==> src/rtl/pix7_pkg.sv <==
package pix7_pkg;

    localparam int SLOT_BITS = 7;

    // Clock-lane level for slot bit positions 6..0 (bit 0 sent first).
    localparam logic [SLOT_BITS-1:0] CLK_SLOT_PAT = 7'b1100011;

    // Phase within a two-pixel group of seven half-rate cycles.
    typedef enum logic [2:0] {
        PH0 = 3'd0,
        PH1 = 3'd1,
        PH2 = 3'd2,
        PH3 = 3'd3,
        PH4 = 3'd4,
        PH5 = 3'd5,
        PH6 = 3'd6
    } phase_e;

    function automatic int flat_width(input int cbits);
        return 3 * cbits + 3;
    endfunction

    function automatic int lane_count(input int cbits);
        return (flat_width(cbits) + SLOT_BITS - 1) / SLOT_BITS;
    endfunction

endpackage

==> src/rtl/pix7_phase_fsm.sv <==
module pix7_phase_fsm
    import pix7_pkg::*;
(
    input  logic   clk,
    input  logic   rst,
    output phase_e phase,
    output logic   load_a,
    output logic   load_b,
    output logic   take,
    output logic   clk_bit_r,
    output logic   clk_bit_f
);

    phase_e phase_nx;

    // Free-running on purpose: the clock lane must keep toggling in reset.
    always_ff @(posedge clk) begin
        phase <= phase_nx;
    end

    always_comb begin
        unique case (phase)
            PH0:     phase_nx = PH1;
            PH1:     phase_nx = PH2;
            PH2:     phase_nx = PH3;
            PH3:     phase_nx = PH4;
            PH4:     phase_nx = PH5;
            PH5:     phase_nx = PH6;
            PH6:     phase_nx = PH0;
            default: phase_nx = PH0;
        endcase
    end

    // Outputs: word loads and the clock-lane bits for serial index 2k, 2k+1.
    always_comb begin
        load_a    = 1'b0;
        load_b    = 1'b0;
        clk_bit_r = 1'b0;
        clk_bit_f = 1'b0;
        unique case (phase)
            PH0: begin
                clk_bit_r = CLK_SLOT_PAT[0];
                clk_bit_f = CLK_SLOT_PAT[1];
            end
            PH1: begin
                clk_bit_r = CLK_SLOT_PAT[2];
                clk_bit_f = CLK_SLOT_PAT[3];
            end
            PH2: begin
                load_b    = !rst;
                clk_bit_r = CLK_SLOT_PAT[4];
                clk_bit_f = CLK_SLOT_PAT[5];
            end
            PH3: begin
                clk_bit_r = CLK_SLOT_PAT[6];
                clk_bit_f = CLK_SLOT_PAT[0];
            end
            PH4: begin
                clk_bit_r = CLK_SLOT_PAT[1];
                clk_bit_f = CLK_SLOT_PAT[2];
            end
            PH5: begin
                clk_bit_r = CLK_SLOT_PAT[3];
                clk_bit_f = CLK_SLOT_PAT[4];
            end
            PH6: begin
                load_a    = !rst;
                clk_bit_r = CLK_SLOT_PAT[5];
                clk_bit_f = CLK_SLOT_PAT[6];
            end
            default: begin
                load_a    = 1'b0;
                load_b    = 1'b0;
            end
        endcase
        take = load_a | load_b;
    end

endmodule

==> src/rtl/pix7_lane_map.sv <==
module pix7_lane_map
    import pix7_pkg::*;
#(
    parameter int CBITS = 6,
    parameter int LANES = lane_count(CBITS)
) (
    input  logic [CBITS-1:0]                   red,
    input  logic [CBITS-1:0]                   grn,
    input  logic [CBITS-1:0]                   blu,
    input  logic                               hs,
    input  logic                               vs,
    input  logic                               de,
    input  logic                               sel,
    output logic [LANES-1:0][SLOT_BITS-1:0]    words
);

    localparam int FW = flat_width(CBITS);

    logic [FW-1:0]                  flat;
    logic [LANES-1:0][SLOT_BITS-1:0] w_fwd;
    logic [LANES-1:0][SLOT_BITS-1:0] w_rev;

    assign flat = {de, vs, hs, blu, grn, red};

    for (genvar ln = 0; ln < LANES; ln++) begin : g_lane
        for (genvar k = 0; k < SLOT_BITS; k++) begin : g_bit
            localparam int IDX_F = SLOT_BITS * ln + k;
            localparam int IDX_R = SLOT_BITS * ln + (SLOT_BITS - 1 - k);
            if (IDX_F < FW) begin : g_f
                assign w_fwd[ln][k] = flat[IDX_F];
            end else begin : g_fpad
                assign w_fwd[ln][k] = 1'b0;
            end
            if (IDX_R < FW) begin : g_r
                assign w_rev[ln][k] = flat[IDX_R];
            end else begin : g_rpad
                assign w_rev[ln][k] = 1'b0;
            end
        end
    end

    assign words = sel ? w_rev : w_fwd;

endmodule

==> src/rtl/pix7_lane_ser.sv <==
module pix7_lane_ser
    import pix7_pkg::*;
(
    input  logic                 clk,
    input  logic                 rst,
    input  phase_e               phase,
    input  logic                 load_a,
    input  logic                 load_b,
    input  logic [SLOT_BITS-1:0] word_in,
    input  logic                 pass_en,
    input  logic                 pass_r,
    input  logic                 pass_f,
    output logic                 rise_q,
    output logic                 fall_q
);

    logic [SLOT_BITS-1:0] word_a;
    logic [SLOT_BITS-1:0] word_b;
    logic                 pick_r;
    logic                 pick_f;

    // Serial index 2k and 2k+1 of the 14-bit group {word_b, word_a}.
    always_comb begin
        pick_r = 1'b0;
        pick_f = 1'b0;
        unique case (phase)
            PH0: begin pick_r = word_a[0]; pick_f = word_a[1]; end
            PH1: begin pick_r = word_a[2]; pick_f = word_a[3]; end
            PH2: begin pick_r = word_a[4]; pick_f = word_a[5]; end
            PH3: begin pick_r = word_a[6]; pick_f = word_b[0]; end
            PH4: begin pick_r = word_b[1]; pick_f = word_b[2]; end
            PH5: begin pick_r = word_b[3]; pick_f = word_b[4]; end
            PH6: begin pick_r = word_b[5]; pick_f = word_b[6]; end
            default: begin pick_r = 1'b0; pick_f = 1'b0; end
        endcase
    end

    always_ff @(posedge clk) begin
        if (rst) begin
            word_a <= '0;
            word_b <= '0;
            rise_q <= 1'b0;
            fall_q <= 1'b0;
        end else begin
            if (load_a) word_a <= word_in;
            if (load_b) word_b <= word_in;
            rise_q <= pass_en ? pass_r : pick_r;
            fall_q <= pass_en ? pass_f : pick_f;
        end
    end

endmodule

==> src/rtl/pix7_serializer.sv <==
module pix7_serializer
    import pix7_pkg::*;
#(
    parameter  int CBITS = 6,
    localparam int LANES = lane_count(CBITS)
) (
    input  logic             clk,
    input  logic             rst,
    input  logic [CBITS-1:0] pix_red,
    input  logic [CBITS-1:0] pix_grn,
    input  logic [CBITS-1:0] pix_blu,
    input  logic             line_sync,
    input  logic             frame_sync,
    input  logic             active,
    input  logic             map_sel,
    input  logic             pass_en,
    input  logic [LANES-1:0] pass_rise,
    input  logic [LANES-1:0] pass_fall,
    input  logic             pass_clk_rise,
    input  logic             pass_clk_fall,
    output logic             word_take,
    output logic [LANES-1:0] lane_rise,
    output logic [LANES-1:0] lane_fall,
    output logic             clk_rise,
    output logic             clk_fall
);

    phase_e                           phase;
    logic                             load_a;
    logic                             load_b;
    logic                             gen_clk_r;
    logic                             gen_clk_f;
    logic [LANES-1:0][SLOT_BITS-1:0]  words;

    pix7_phase_fsm u_fsm (
        .clk       (clk),
        .rst       (rst),
        .phase     (phase),
        .load_a    (load_a),
        .load_b    (load_b),
        .take      (word_take),
        .clk_bit_r (gen_clk_r),
        .clk_bit_f (gen_clk_f)
    );

    pix7_lane_map #(.CBITS(CBITS), .LANES(LANES)) u_map (
        .red   (pix_red),
        .grn   (pix_grn),
        .blu   (pix_blu),
        .hs    (line_sync),
        .vs    (frame_sync),
        .de    (active),
        .sel   (map_sel),
        .words (words)
    );

    for (genvar ln = 0; ln < LANES; ln++) begin : g_data
        pix7_lane_ser u_lane (
            .clk     (clk),
            .rst     (rst),
            .phase   (phase),
            .load_a  (load_a),
            .load_b  (load_b),
            .word_in (words[ln]),
            .pass_en (pass_en),
            .pass_r  (pass_rise[ln]),
            .pass_f  (pass_fall[ln]),
            .rise_q  (lane_rise[ln]),
            .fall_q  (lane_fall[ln])
        );
    end

    // Clock lane: generated pattern, forwarded only outside reset.
    always_ff @(posedge clk) begin
        clk_rise <= (pass_en && !rst) ? pass_clk_rise : gen_clk_r;
        clk_fall <= (pass_en && !rst) ? pass_clk_fall : gen_clk_f;
    end

endmodule

==> config.mk <==
export PLATFORM = sky130hd
export DESIGN_NAME = pix7_serializer
export DESIGN_NICKNAME = d
export VERILOG_FILES = /design/src/rtl/pix7_pkg.sv /design/src/rtl/pix7_phase_fsm.sv /design/src/rtl/pix7_lane_map.sv /design/src/rtl/pix7_lane_ser.sv /design/src/rtl/pix7_serializer.sv
export SDC_FILE = /design/constraint.sdc
export NUM_CORES = 1
export LEC_CHECK = 0
export BUFFER_PORTS_ARGS = -buffer_cell sky130_fd_sc_hd__clkbuf_2
export CORE_MARGIN = 2
export CORE_UTILIZATION = 50
export CTS_CLUSTER_SIZE = 30
export DETAILED_ROUTE_END_ITERATION = 8
export PLACE_DENSITY = 0.81
export SETUP_SLACK_MARGIN = 0.05
export SYNTH_ARGS = -nofsm -noshare
export SYNTH_HDL_FRONTEND = slang
export SYNTH_SLANG_ARGS = --single-unit
export TNS_END_PERCENT = 20
==> constraint.sdc <==
create_clock -name clk -period 1.21 [get_ports clk]
set_input_delay 0.121 -clock clk [delete_from_list [all_inputs] [get_ports clk]]
set_output_delay 0.121 -clock clk [all_outputs]
set_load 0.005 [all_outputs]
# Word-level counts from Yosys, hierarchy flattened
# Cells that the tools add are included.
[word_totals]
reg_bits = 53
output_inout_bits = 9
elab_cells = 47
in_bits = 33
[op_classes]
eq_ne = 6
mux = 20
bitwise = 1
n_reduce_logical = 5
[op_table]
columns = ["cell", "n"]
rows = [
  ["1-bit case mux with 7 select lines", 6],
  ["21-bit 2-to-1 mux", 1],
  ["3-bit case mux with 6 select lines", 1],
  ["1-bit 2-to-1 mux", 12],
  ["3-bit == test, second input constant", 3],
  ["4-bit OR reduction", 2],
  ["3-bit by 2-bit == test with 1-bit output, second input constant", 2],
  ["3-bit by 1-bit == test with 1-bit output, second input constant", 1],
  ["3-bit zero test", 1],
  ["1-bit logical AND", 1],
  ["1-bit zero test", 1],
  ["1-bit bitwise OR", 1],
]

# Longest topological paths before layout
[depth]
ltp_word = 4
mapped_depth = 6
mapped_depth_nobuf = 4

# Modules after synthesis
# Synthesis repeated with hierarchy kept, for this count alone.
[hier_totals]
hier_cells = 262
hier_area_um2 = 2671.3
[by_module_without_submodules]
columns = ["module", "instances", "area_per_inst_um2", "seq_area_each_um2", "cells_per_inst"]
rows = [
  ["pix7_lane_ser", 3, 713.2, 320.3, 73],
  ["pix7_lane_map", 1, 294.0, 0.0, 23],
  ["pix7_phase_fsm", 1, 153.9, 60.1, 15],
  ["pix7_serializer", 1, 83.8, 40.0, 5],
]

# Worst setup path after synthesis
# Ideal clock, no wire load.
[synth_path]
path_type = "reg-to-reg"
start = "register u_fsm.phase[0]"
end = "register g_data[2].u_lane.fall_q"
setup_ns = 0.122
n_path_buf = 1
t_required_ns = 1.088
period_less_slack_ns = 1.294
setup_slack_ns = -0.084
t_arrival_ns = 1.172
path_stages_with_launch = 5
cell_sequence = "dfxtp_1 -> buf_6 -> mux4_2 -> o21ai_0 -> o21ai_1"
[synth_between]
elab_chain_cells = 3
word_cells_on_any_way = 9
cone_classes = "eq/ne (6); mux (2); reduce/logical (1)"
[synth_rtl]
columns = ["element", "line", "rtl"]
rows = [
  ["start, declared", "pix7_phase_fsm.sv:6", "output phase_e phase,"],
  ["start signal, assigned", "pix7_phase_fsm.sv:18", "phase <= phase_nx;"],
  ["3-bit == test (tied with other cells)", "pix7_lane_ser.sv:26", "unique case (phase)"],
  ["1-bit case mux with 7 select lines *", "pix7_lane_ser.sv:26", ""],
  ["1-bit 2-to-1 mux *", "pix7_lane_ser.sv:48", "fall_q <= pass_en ? pass_f : pick_f;"],
  ["end signal, assigned", "pix7_lane_ser.sv:48", ""],
  ["end, declared", "pix7_lane_ser.sv:14", "output logic fall_q"],
]
# Every way passes the cells marked *; elsewhere a longest branch is shown, timed or not.
# A chain may end at the register's enable or synchronous reset.

# Worst setup path in the final report
[layout_path]
start = "register u_fsm.phase[0]"
end = "register g_data[0].u_lane.fall_q"
[layout_between]
elab_chain_cells = 3
word_cells_on_any_way = 9
cone_classes = "eq/ne (6); mux (2); reduce/logical (1)"
[layout_rtl]
columns = ["element", "line"]
rows = [
  ["3-bit == test (tied with other cells)", "pix7_lane_ser.sv:26"],
  ["1-bit case mux with 7 select lines *", "pix7_lane_ser.sv:26"],
  ["1-bit 2-to-1 mux *", "pix7_lane_ser.sv:48"],
  ["end signal, assigned", "pix7_lane_ser.sv:48"],
  ["end, declared", "pix7_lane_ser.sv:14"],
]
# Marks and branches as above.

==> summary.md <==
| Metric | Value |
|---|---|
| Outcome | `complete, but fails checks` |
| Failing checks | `setup timing` |
| Final ANT Viol Nets | `0` |
| Crit path kind | `reg2reg` |
| Global-route wire length before repair | `8590 um` |
| Total CTS buffers | `5` |
| Iteration-0 DRC count of the detailed router | `253` |
| Worst Path Required | `1.41 ns` |
| Slack of the worst reg-to-reg path | `-0.26 ns` |
| Hold slack | `0.00279 ns` |
| Post-route DRC | `0` |
| Synth-to-layout area growth | `28.8%` |
| Worst rel slew slack | `0.739` |
| Arrival time at the worst endpoint | `1.67 ns` |
| I/O pin total | `42` |
| Hpwl dp | `3540 um` |
| Core area | `0.00466 sq mm` |
| Min setup slack post-route | `-0.262 ns` |
| Yosys top cell area share | `0.443` |
| Post-synthesis cell area | `0.00240 sq mm` |
| Die Width | `73.2 um` |
| Post-Place Setup Slack | `-0.198 ns` |
| Cell Count, Final, Fillers Out | `356` |
| Largest net degree at the start of global routing | `38` |
| CP Launch Type | `register` |
| Worst r2r dst | `g_data[0].u_lane.fall_q` |
| Number of port buffers | `41` |
| Synth Register Bits | `53` |
| Worst Reg2Reg Path Length in Cells | `6` |
| DR vias/cell | `5.70` |
| RSZ-0062 raised after global routing | `true` |
| Setup TNS | `-3.10 ns` |
| Worst Hold Path EP | `clk_rise` |
| Post-synthesis cell type count | `26` |
| Fin. Hold Viols | `0` |
| Syn Inst Count | `256` |
| Worst-margin pin slew | `0.381 ns` |
| Vias | `2029` |
| Nets@finish | `334` |
| Wirelength per Cell | `17.4 um` |
| Ant diodes | `0` |
| Clk pin slew, worst setup/hold paths | `0.09 ns` |
| FMAX | `679 MHz` |
| H-tree level count | `2` |
| Cell row count | `25` |
| Placed cell count | `341` |
| Syn_area_per_cell | `9.36 sq um` |
| Commonest non-fill, non-tap cell in the layout | `dfxtp_1` |
| Slew Viols, Final | `0` |
| Sequential share of the synthesized area | `0.443` |
| Hold Crit Class | `in2reg` |
| Die height | `73.2 um` |
| CTS sink cnt | `53` |
| CTS tree | `done` |
| Fin Clk Skew | `0.00729 ns` |
| Top fanout value on the critical path | `6` |
| Die area | `0.00536 sq mm` |
| PwrDens | `989 mW/mm^2` |
| Syn nets | `289` |
| Max clock buf depth | `2` |
| GRT overflow | `0` |
| Routability cong. | `0.906` |
| Most area-hungry cell type in the Yosys netlist | `dfxtp_1` |
| Leakage power | `1.18 nW` |
| R2r startpoint | `u_fsm.phase[0]` |
| Post-Route WL | `6200 um` |
| Share of cells above drive strength 1 | `0.374` |
| Tmin final | `1.47 ns` |
| Root Driver | `clkbuf_8` |
| Hold_sp | `pass_clk_rise` |
| Final period util | `1.22` |
| Hold depth | `3` |
| DRT Pass-1 Iters | `4` |
| Vias in the first global route | `1795` |
| Yosys warnings | `0` |
| Commonest cells after routing, fill and taps aside | `dfxtp_1, nor2_1, clkbuf_2` |
| Total GRT Usage | `0.208` |
| Synth top area cells | `dfxtp_1, mux2i_1, a211oi_1, nor2_1, buf_4` |
| Clock latency on the worst-skew pair | `0.31 ns` |
| Max cap viols | `0` |
| Final setup violation count | `37` |
| Initial Util | `0.514` |
| Peak supply drop | `0.000616 V` |
| Initial antenna violation count | `0` |
| CP endpoint kind | `register` |
==> per-layer routing <==
metal  vias to the layer above  wire length, um  track usage
met5                         -                0            0
met4                         0              110       0.0679
met3                        10              274       0.0428
met2                        61             3020        0.317
met1                       961             2800        0.294
li1                        997                -            -
==> cell usage after synthesis <==
library cell / count
dfxtp_1: 53
nor2_1: 46
a211oi_1: 36
mux2i_1: 34
buf_2: 10
nand2_1: 10
buf_4: 9
o21ai_1: 9
and3_1: 6
inv_1: 6
clkbuf_1: 5
mux4_2: 3
nand2b_1: 3
nor2b_1: 3
nor4_1: 3
o21ai_0: 3
o221ai_1: 3
o32ai_1: 3
buf_6: 2
nor2_2: 2
or2_2: 2
a21oi_1: 1
a311o_1: 1
buf_1: 1
clkbuf_2: 1
mux2_2: 1
==> power breakdown <==
part / switching (mW) / internal (mW) / leakage [nW] / total [mW]
logic: 0.123 / 0.0963 / 0.695 / 0.219
registers: 0.00252 / 1.75 / 0.430 / 1.75
clock network: 0.567 / 0.518 / 0.0542 / 1.09
total: 0.692 / 2.36 / 1.18 / 3.05
==> state kept, by name (all words and copies together), names as in the netlist <==
register              cells
u_fsm.phase               3
clk_rise                  1
clk_fall                  1
g_data.u_lane.rise_q      3
g_data.u_lane.word_a     21
g_data.u_lane.word_b     21
g_data.u_lane.fall_q      3
==> critical path, stage by stage, from the launching register on <==
cell	delay (ns)
dfxtp_4	0.41
buf_6	0.13
buf_16	0.12
mux2i_1	0.21
o32ai_1	0.13
nor4_1	0.28
o21ai_1	0.09
==> through the flow <==
step / utilization / total power [mW] / area (sq um)
4_1_cts: 0.629 / 3.05 / 2930
3_5_place_dp: 0.577 / 2.00 / 2690
6_report: 0.662 / 3.05 / 3090
5_1_grt: 0.662 / 3.15 / 3090
2_1_floorplan: - / 1.91 / 2400
3_3_place_gp: 0.577 / 2.00 / 2690
==> cell type report <==
class / instances / area [sq um]
Inverter: 6 / 22.5
Multi-Input combinational cell: 169 / 1310
Fill cell: 351 / 1570
Sequential cell: 53 / 1070
Timing Repair Buffer: 66 / 515
Clock buffer: 7 / 96.3
Tap cell: 54 / 67.6
Clock inverter: 1 / 5.00
==> kinds of logic after synthesis <==
kind of cell | share of synthesized area
AOI/OAI and AO/OA | 0.166
buffers and inverters | 0.0793
DFF | 0.443
muxes | 0.175
and+or+nand+nor | 0.137
==> repair_timing <==
item                       in CTS  in global routing
setup endpoints to repair      51                 48
setup buffers                   1                  2
resized for setup              19                 24
hold buffers                    0                  0
pin swaps                      16                 13
gates cloned                    2                  2
==> how the worst max path moves through the flow <==
stage / from / end / cells past startpoint
finish: u_fsm.phase[0] / g_data[0].u_lane.fall_q / 6
global route: u_fsm.phase[0] / g_data[0].u_lane.fall_q / 6
CTS: u_fsm.phase[0] / g_data[0].u_lane.rise_q / 4
detailed placement: u_fsm.phase[2] / g_data[2].u_lane.word_a[0] / 5
global placement: u_fsm.phase[0] / g_data[2].u_lane.rise_q / 5
floorplan: u_fsm.phase[0] / g_data[0].u_lane.rise_q / 4
(Power assumes the default switching activity.)
